`src/rtl/pid_pkg.sv`:
```
package pid_pkg;
  typedef enum logic [2:0] {
    PH_IDLE,
    PH_P,
    PH_I,
    PH_D,
    PH_S
  } phase_t;
endpackage

```
`src/rtl/pid_err_stage.sv`:
```
module pid_err_stage #(
  parameter int CNT_W = 20,
  localparam int E_W = CNT_W + 1,
  localparam int D_W = CNT_W + 2
) (
  input  logic                  clk,
  input  logic                  rst,
  input  logic                  load,
  input  logic [CNT_W-1:0]      cmd_cnt,
  input  logic [CNT_W-1:0]      fbk_cnt,
  output logic signed [E_W-1:0] err_q,
  output logic signed [D_W-1:0] derr_q
);
  logic signed [E_W-1:0] err_now;
  logic signed [E_W-1:0] prev_q;
  logic signed [D_W-1:0] derr_now;

  // one extra bit keeps the difference of two counts exact
  assign err_now  = $signed({cmd_cnt[CNT_W-1], cmd_cnt}) - $signed({fbk_cnt[CNT_W-1], fbk_cnt});
  assign derr_now = $signed({err_now[E_W-1], err_now}) - $signed({prev_q[E_W-1], prev_q});

  always_ff @(posedge clk) begin
    if (rst) begin
      err_q  <= '0;
      derr_q <= '0;
      prev_q <= '0;
    end else if (load) begin
      err_q  <= err_now;
      derr_q <= derr_now;
      prev_q <= err_now;
    end
  end
endmodule

```
`src/rtl/pid_mul_share.sv`:
```
module pid_mul_share
  import pid_pkg::*;
#(
  parameter int GAIN_W = 16,
  parameter int OP_W   = 22,
  parameter int ACC_W  = 40,
  localparam int PROD_W = GAIN_W + OP_W
) (
  input  phase_t                   phase,
  input  logic signed [GAIN_W-1:0] gain_p,
  input  logic signed [GAIN_W-1:0] gain_i,
  input  logic signed [GAIN_W-1:0] gain_d,
  input  logic signed [OP_W-2:0]   err,
  input  logic signed [OP_W-1:0]   derr,
  output logic signed [ACC_W-1:0]  prod
);
  logic signed [GAIN_W-1:0] gain_sel;
  logic signed [OP_W-1:0]   opnd_sel;
  logic signed [PROD_W-1:0] prod_full;

  // operand steering so that a single multiplier serves all three terms
  always_comb begin
    case (phase)
      PH_I: begin
        gain_sel = gain_i;
        opnd_sel = $signed({err[OP_W-2], err});
      end
      PH_D: begin
        gain_sel = gain_d;
        opnd_sel = derr;
      end
      default: begin
        gain_sel = gain_p;
        opnd_sel = $signed({err[OP_W-2], err});
      end
    endcase
  end

  assign prod_full = gain_sel * opnd_sel;

  generate
    if (ACC_W > PROD_W) begin : g_ext
      assign prod = $signed({{(ACC_W-PROD_W){prod_full[PROD_W-1]}}, prod_full});
    end else begin : g_trim
      assign prod = prod_full[ACC_W-1:0];
    end
  endgenerate
endmodule

```
`src/rtl/pid_integ.sv`:
```
module pid_integ #(
  parameter int ACC_W = 40,
  parameter int LIM_W = 32
) (
  input  logic                    clk,
  input  logic                    rst,
  input  logic                    en,
  input  logic signed [ACC_W-1:0] prod,
  output logic signed [ACC_W-1:0] integ_q
);
  localparam logic signed [ACC_W:0] HI = {{(ACC_W-LIM_W+2){1'b0}}, {(LIM_W-1){1'b1}}};
  localparam logic signed [ACC_W:0] LO = ~HI;

  logic signed [ACC_W:0] sum;
  logic signed [ACC_W:0] nxt;

  assign sum = $signed({integ_q[ACC_W-1], integ_q}) + $signed({prod[ACC_W-1], prod});

  // anti-windup: stop where the output would already be at full scale
  always_comb begin
    if (sum > HI)      nxt = HI;
    else if (sum < LO) nxt = LO;
    else               nxt = sum;
  end

  always_ff @(posedge clk) begin
    if (rst)     integ_q <= '0;
    else if (en) integ_q <= nxt[ACC_W-1:0];
  end
endmodule

```
`src/rtl/pid_out_stage.sv`:
```
module pid_out_stage #(
  parameter int ACC_W = 40,
  parameter int FRAC  = 16,
  parameter int OUT_W = 16
) (
  input  logic                    clk,
  input  logic                    rst,
  input  logic                    load,
  input  logic signed [ACC_W-1:0] acc,
  input  logic signed [ACC_W-1:0] integ,
  output logic [OUT_W-1:0]        sat_word,
  output logic [OUT_W-1:0]        dac_code
);
  localparam int S_W = ACC_W + 1;
  localparam logic signed [S_W-1:0] HI = {{(S_W-OUT_W+1){1'b0}}, {(OUT_W-1){1'b1}}};
  localparam logic signed [S_W-1:0] LO = ~HI;

  logic signed [S_W-1:0] total;
  logic signed [S_W-1:0] scaled;
  logic signed [S_W-1:0] clamped;

  assign total  = $signed({acc[ACC_W-1], acc}) + $signed({integ[ACC_W-1], integ});
  assign scaled = total >>> FRAC;

  always_comb begin
    if (scaled > HI)      clamped = HI;
    else if (scaled < LO) clamped = LO;
    else                  clamped = scaled;
  end

  assign sat_word = clamped[OUT_W-1:0];

  // offset binary: flip the sign bit of the two's-complement word
  always_ff @(posedge clk) begin
    if (rst)       dac_code <= {1'b1, {(OUT_W-1){1'b0}}};
    else if (load) dac_code <= {~sat_word[OUT_W-1], sat_word[OUT_W-2:0]};
  end
endmodule

```
`src/rtl/pid_comp.sv`:
```
module pid_comp
  import pid_pkg::*;
#(
  parameter int CNT_W  = 20,
  parameter int GAIN_W = 16,
  parameter int ACC_W  = 40,
  parameter int OUT_W  = 16,
  parameter int FRAC   = 16
) (
  input  logic              clk,
  input  logic              rst,
  input  logic              tick,
  input  logic [CNT_W-1:0]  cmd_cnt,
  input  logic [CNT_W-1:0]  fbk_cnt,
  input  logic [GAIN_W-1:0] gain_p,
  input  logic [GAIN_W-1:0] gain_i,
  input  logic [GAIN_W-1:0] gain_d,
  output logic [OUT_W-1:0]  dac_code
);
  localparam int E_W   = CNT_W + 1;
  localparam int D_W   = CNT_W + 2;
  localparam int LIM_W = OUT_W + FRAC;

  phase_t phase;
  logic   take;
  logic   out_load;
  logic signed [E_W-1:0]   err_q;
  logic signed [D_W-1:0]   derr_q;
  logic signed [ACC_W-1:0] prod;
  logic signed [ACC_W-1:0] acc_q;
  logic signed [ACC_W-1:0] integ_q;
  logic [OUT_W-1:0]        sat_word;

  assign take     = (phase == PH_IDLE) && tick;
  assign out_load = (phase == PH_S);

  // sequencer: sample, P, I, D, then output
  always_ff @(posedge clk) begin
    if (rst) begin
      phase <= PH_IDLE;
    end else begin
      case (phase)
        PH_IDLE: if (tick) phase <= PH_P;
        PH_P:    phase <= PH_I;
        PH_I:    phase <= PH_D;
        PH_D:    phase <= PH_S;
        default: phase <= PH_IDLE;
      endcase
    end
  end

  always_ff @(posedge clk) begin
    if (rst)                 acc_q <= '0;
    else if (phase == PH_P)  acc_q <= prod;
    else if (phase == PH_D)  acc_q <= acc_q + prod;
  end

  pid_err_stage #(.CNT_W(CNT_W)) u_err (
    .clk     (clk),
    .rst     (rst),
    .load    (take),
    .cmd_cnt (cmd_cnt),
    .fbk_cnt (fbk_cnt),
    .err_q   (err_q),
    .derr_q  (derr_q)
  );

  pid_mul_share #(.GAIN_W(GAIN_W), .OP_W(D_W), .ACC_W(ACC_W)) u_mul (
    .phase  (phase),
    .gain_p ($signed(gain_p)),
    .gain_i ($signed(gain_i)),
    .gain_d ($signed(gain_d)),
    .err    (err_q),
    .derr   (derr_q),
    .prod   (prod)
  );

  pid_integ #(.ACC_W(ACC_W), .LIM_W(LIM_W)) u_integ (
    .clk     (clk),
    .rst     (rst),
    .en      (phase == PH_I),
    .prod    (prod),
    .integ_q (integ_q)
  );

  pid_out_stage #(.ACC_W(ACC_W), .FRAC(FRAC), .OUT_W(OUT_W)) u_out (
    .clk      (clk),
    .rst      (rst),
    .load     (out_load),
    .acc      (acc_q),
    .integ    (integ_q),
    .sat_word (sat_word),
    .dac_code (dac_code)
  );
endmodule

```
`config.mk`:
```
export PLATFORM = sky130hd
export DESIGN_NAME = pid_comp
export DESIGN_NICKNAME = d
export VERILOG_FILES = /design/src/rtl/pid_pkg.sv /design/src/rtl/pid_err_stage.sv /design/src/rtl/pid_mul_share.sv /design/src/rtl/pid_integ.sv /design/src/rtl/pid_out_stage.sv /design/src/rtl/pid_comp.sv
export SDC_FILE = /design/constraint.sdc
export NUM_CORES = 2
export LEC_CHECK = 0
export CORE_AREA = 2 2 141 281
export CTS_CLUSTER_SIZE = 10
export DETAILED_ROUTE_END_ITERATION = 7
export DIE_AREA = 0 0 143 283
export PLACE_DENSITY = 0.9
export SLEW_MARGIN = 20
export SYNTH_ARGS = -nofsm -noshare
export SYNTH_HDL_FRONTEND = slang
export SYNTH_SLANG_ARGS = --single-unit
```
`constraint.sdc`:
```
create_clock -name clk -period 17.9 [get_ports clk]
set_input_delay 2.685 -clock clk [delete_from_list [all_inputs] [get_ports clk]]
set_output_delay 2.685 -clock clk [all_outputs]
set_load 0.05 [all_outputs]
```
==> metrics.csv <==
metric;value;unit
status;finished, final reports clean;
grt_pass1_wl;122000;um
slowest_delay;920;ps
hold_path.class;register to register;
synth_cells;3286;
fin_tns_setup;0;ps
netlist_area;26200;um^2
stdcell_count;3854;
grt_max_degree;81;
synth.avg_cell_area;7.96;um^2
cp-end-kind;register;
overflow;0;
clock_latency;450;ps
worstMarginPinSlew;1170;ps
drt_iter0_markers;2166;
die_height;283;um
path_class;primary input to register;
cts_tree;yes;
layout.nets;4015;
post-route-util;73.8;%
crit_path_top_delay_cell;o21ai_1;
fill_cells;2774;
drive_gt1_share;3.45;%
ctsLongestPathBuffers;2;
wl;75200;um
start_util;68.1;%
yosys_warnings;0;
numPortBuffers;106;
first_pass_iters;8;
gp_congestion;1.00;
cp.required;18180;ps
ctsRootBufferMaster;clkbuf_16;
regArea;2840;um^2
gr-usage-all-layers;38.0;%
ys_types;77;
clkTransAtPathRegs;60;ps
post_cts_buffers;0;
io_pins;107;
design_area;28300;um^2
htreeDepth;4;
start_kind;primary input;
numClockSinks;142;
hold_buffers;0;
synth-main-ff-cell;dfxtp_1;
syn_nets;3980;
antenna_found_initial;0;
placed_cells;3821;
slew_viol_final;0;
numCtsBuffers;17;
multiInputGateArea;21000;um^2
synth_edf_count;0;
ant_nets;0;
cap_violations;0;
vias;24200;
max-slew-margin-rel;21.6;%
vias_per_cell;6.27;
synth-seq-area-share;10.9;%
synth_seq_cells;142;
grt_pass1_vias;24700;
hpwl;59600;um
cp_max_fo;22;
rsz0062_at_grt;false;
critical_path_arrival;13650;ps
syn_to_final_growth;8.30;%
diodes;0;
routedWlPerCell;19.5;um
die_w;143;um
core;38400;um^2
async_flop_share;0;%
skew;13.3;ps
fmax;74.8;MHz
die_area;40500;um^2
dpl-instance-area;27700;um^2
row_count;102;
fin_crit;13370;ps
drc;0;
hold_viol;0;
setup_viol;0;
cts_resized;0;
post-route-period-util;74.7;%
==> cells by family (layout without fill, tap and decap cells) <==
kind of cell / count (synthesis) / after routing / synth area share, %
and+or+nand+nor: 1039 / 1039 / 17.3
AOI/OAI and AO/OA: 687 / 687 / 17.4
buffers and inverters: 627 / 675 / 9.04
adders and majority gates: 603 / 603 / 38.9
xor gates and xnor gates: 153 / 153 / 5.12
DFF: 142 / 142 / 10.9
muxes: 35 / 35 / 1.35
==> per-stage QoR <==
step                      hold slack [ps]  setup WS [ps]
final                                 456           4530
after global placement                442           4650
after CTS                             457           4730
after global routing                  474           3610
after floorplan                       436           6160
after detailed placement              447           4310
==> cell usage in the layout (no fill, tap or decap), drive strengths merged, types with 44 or more instances in the layout <==
master,instances
fa,350
xnor2,116
nor2,383
a21o,93
nand3,44
clkdlybuf4s50,105
a211oi,81
ha,253
nand2,381
inv,502
o21ai,114
nor3,44
dfxtp,142
a21oi,211
==> area by class of cell <==
type,count,area share [%]
multi-input combinational,2517,74.1
clock inverter,11,0.547
timing repair buffer,142,4.69
tap,520,2.30
clock buffer,21,1.70
inverter,501,6.63
sequential,142,10.0
==> critical path, delay by kind of cell <==
kind / cells / cell delay [ps]
buffers and inverters: 6 / 940
muxes: 1 / 100
adders and majority gates: 8 / 3480
xor gates and xnor gates: 1 / 220
and+or+nand+nor: 5 / 1380
AOI/OAI and AO/OA: 16 / 4840
==> per-layer routing <==
metal / GRT usage (%) / part of all wire [%] / up-vias / routed length [um]
li1: - / - / 10900 / -
met1: 42.3 / 35 / 11500 / 26000
met2: 62.9 / 48 / 1312 / 36200
met3: 7.35 / 7.6 / 473 / 5700
met4: 29.1 / 9.7 / 0 / 7320
met5: 0 / 0 / - / 0
==> sequential cells by signal, summed over array words and instances (netlist names) <==
name	flops
acc_q	40
u_integ.integ_q	40
u_err.derr_q	22
u_err.prev_q	21
u_out.dac_code	16
phase	3
==> Yosys cell counts (71+ instances only) <==
| library cell | n | area, um^2 |
|---|---|---|
| inv_1 | 500 | 1880 |
| nor2_1 | 383 | 1440 |
| nand2_1 | 381 | 1430 |
| fa_1 | 350 | 7010 |
| ha_1 | 253 | 3170 |
| a21oi_1 | 210 | 1050 |
| dfxtp_1 | 142 | 2840 |
| xnor2_1 | 116 | 1020 |
| clkbuf_1 | 114 | 428 |
| o21ai_0 | 104 | 521 |
| a21o_1 | 93 | 698 |
| a211oi_1 | 71 | 533 |
==> worst paths after layout <==
| kind | from | endpoint | slack, ps | depth (start not counted) |
|---|---|---|---|---|
| worst max-delay path | gain_d[6] | u_integ.integ_q[17] | 4530 | 37 |
| worst min-delay path | u_err.prev_q[18] | u_err.prev_q[18] | 460 | 2 |
| worst max register to register | phase[2] | u_integ.integ_q[17] | 5170 | 41 |
| worst min register to register | u_err.prev_q[18] | u_err.prev_q[18] | 460 | 2 |
Power is not shown: default switching activity piles up to over one toggle a cycle in this logic, so the estimate is an artifact.
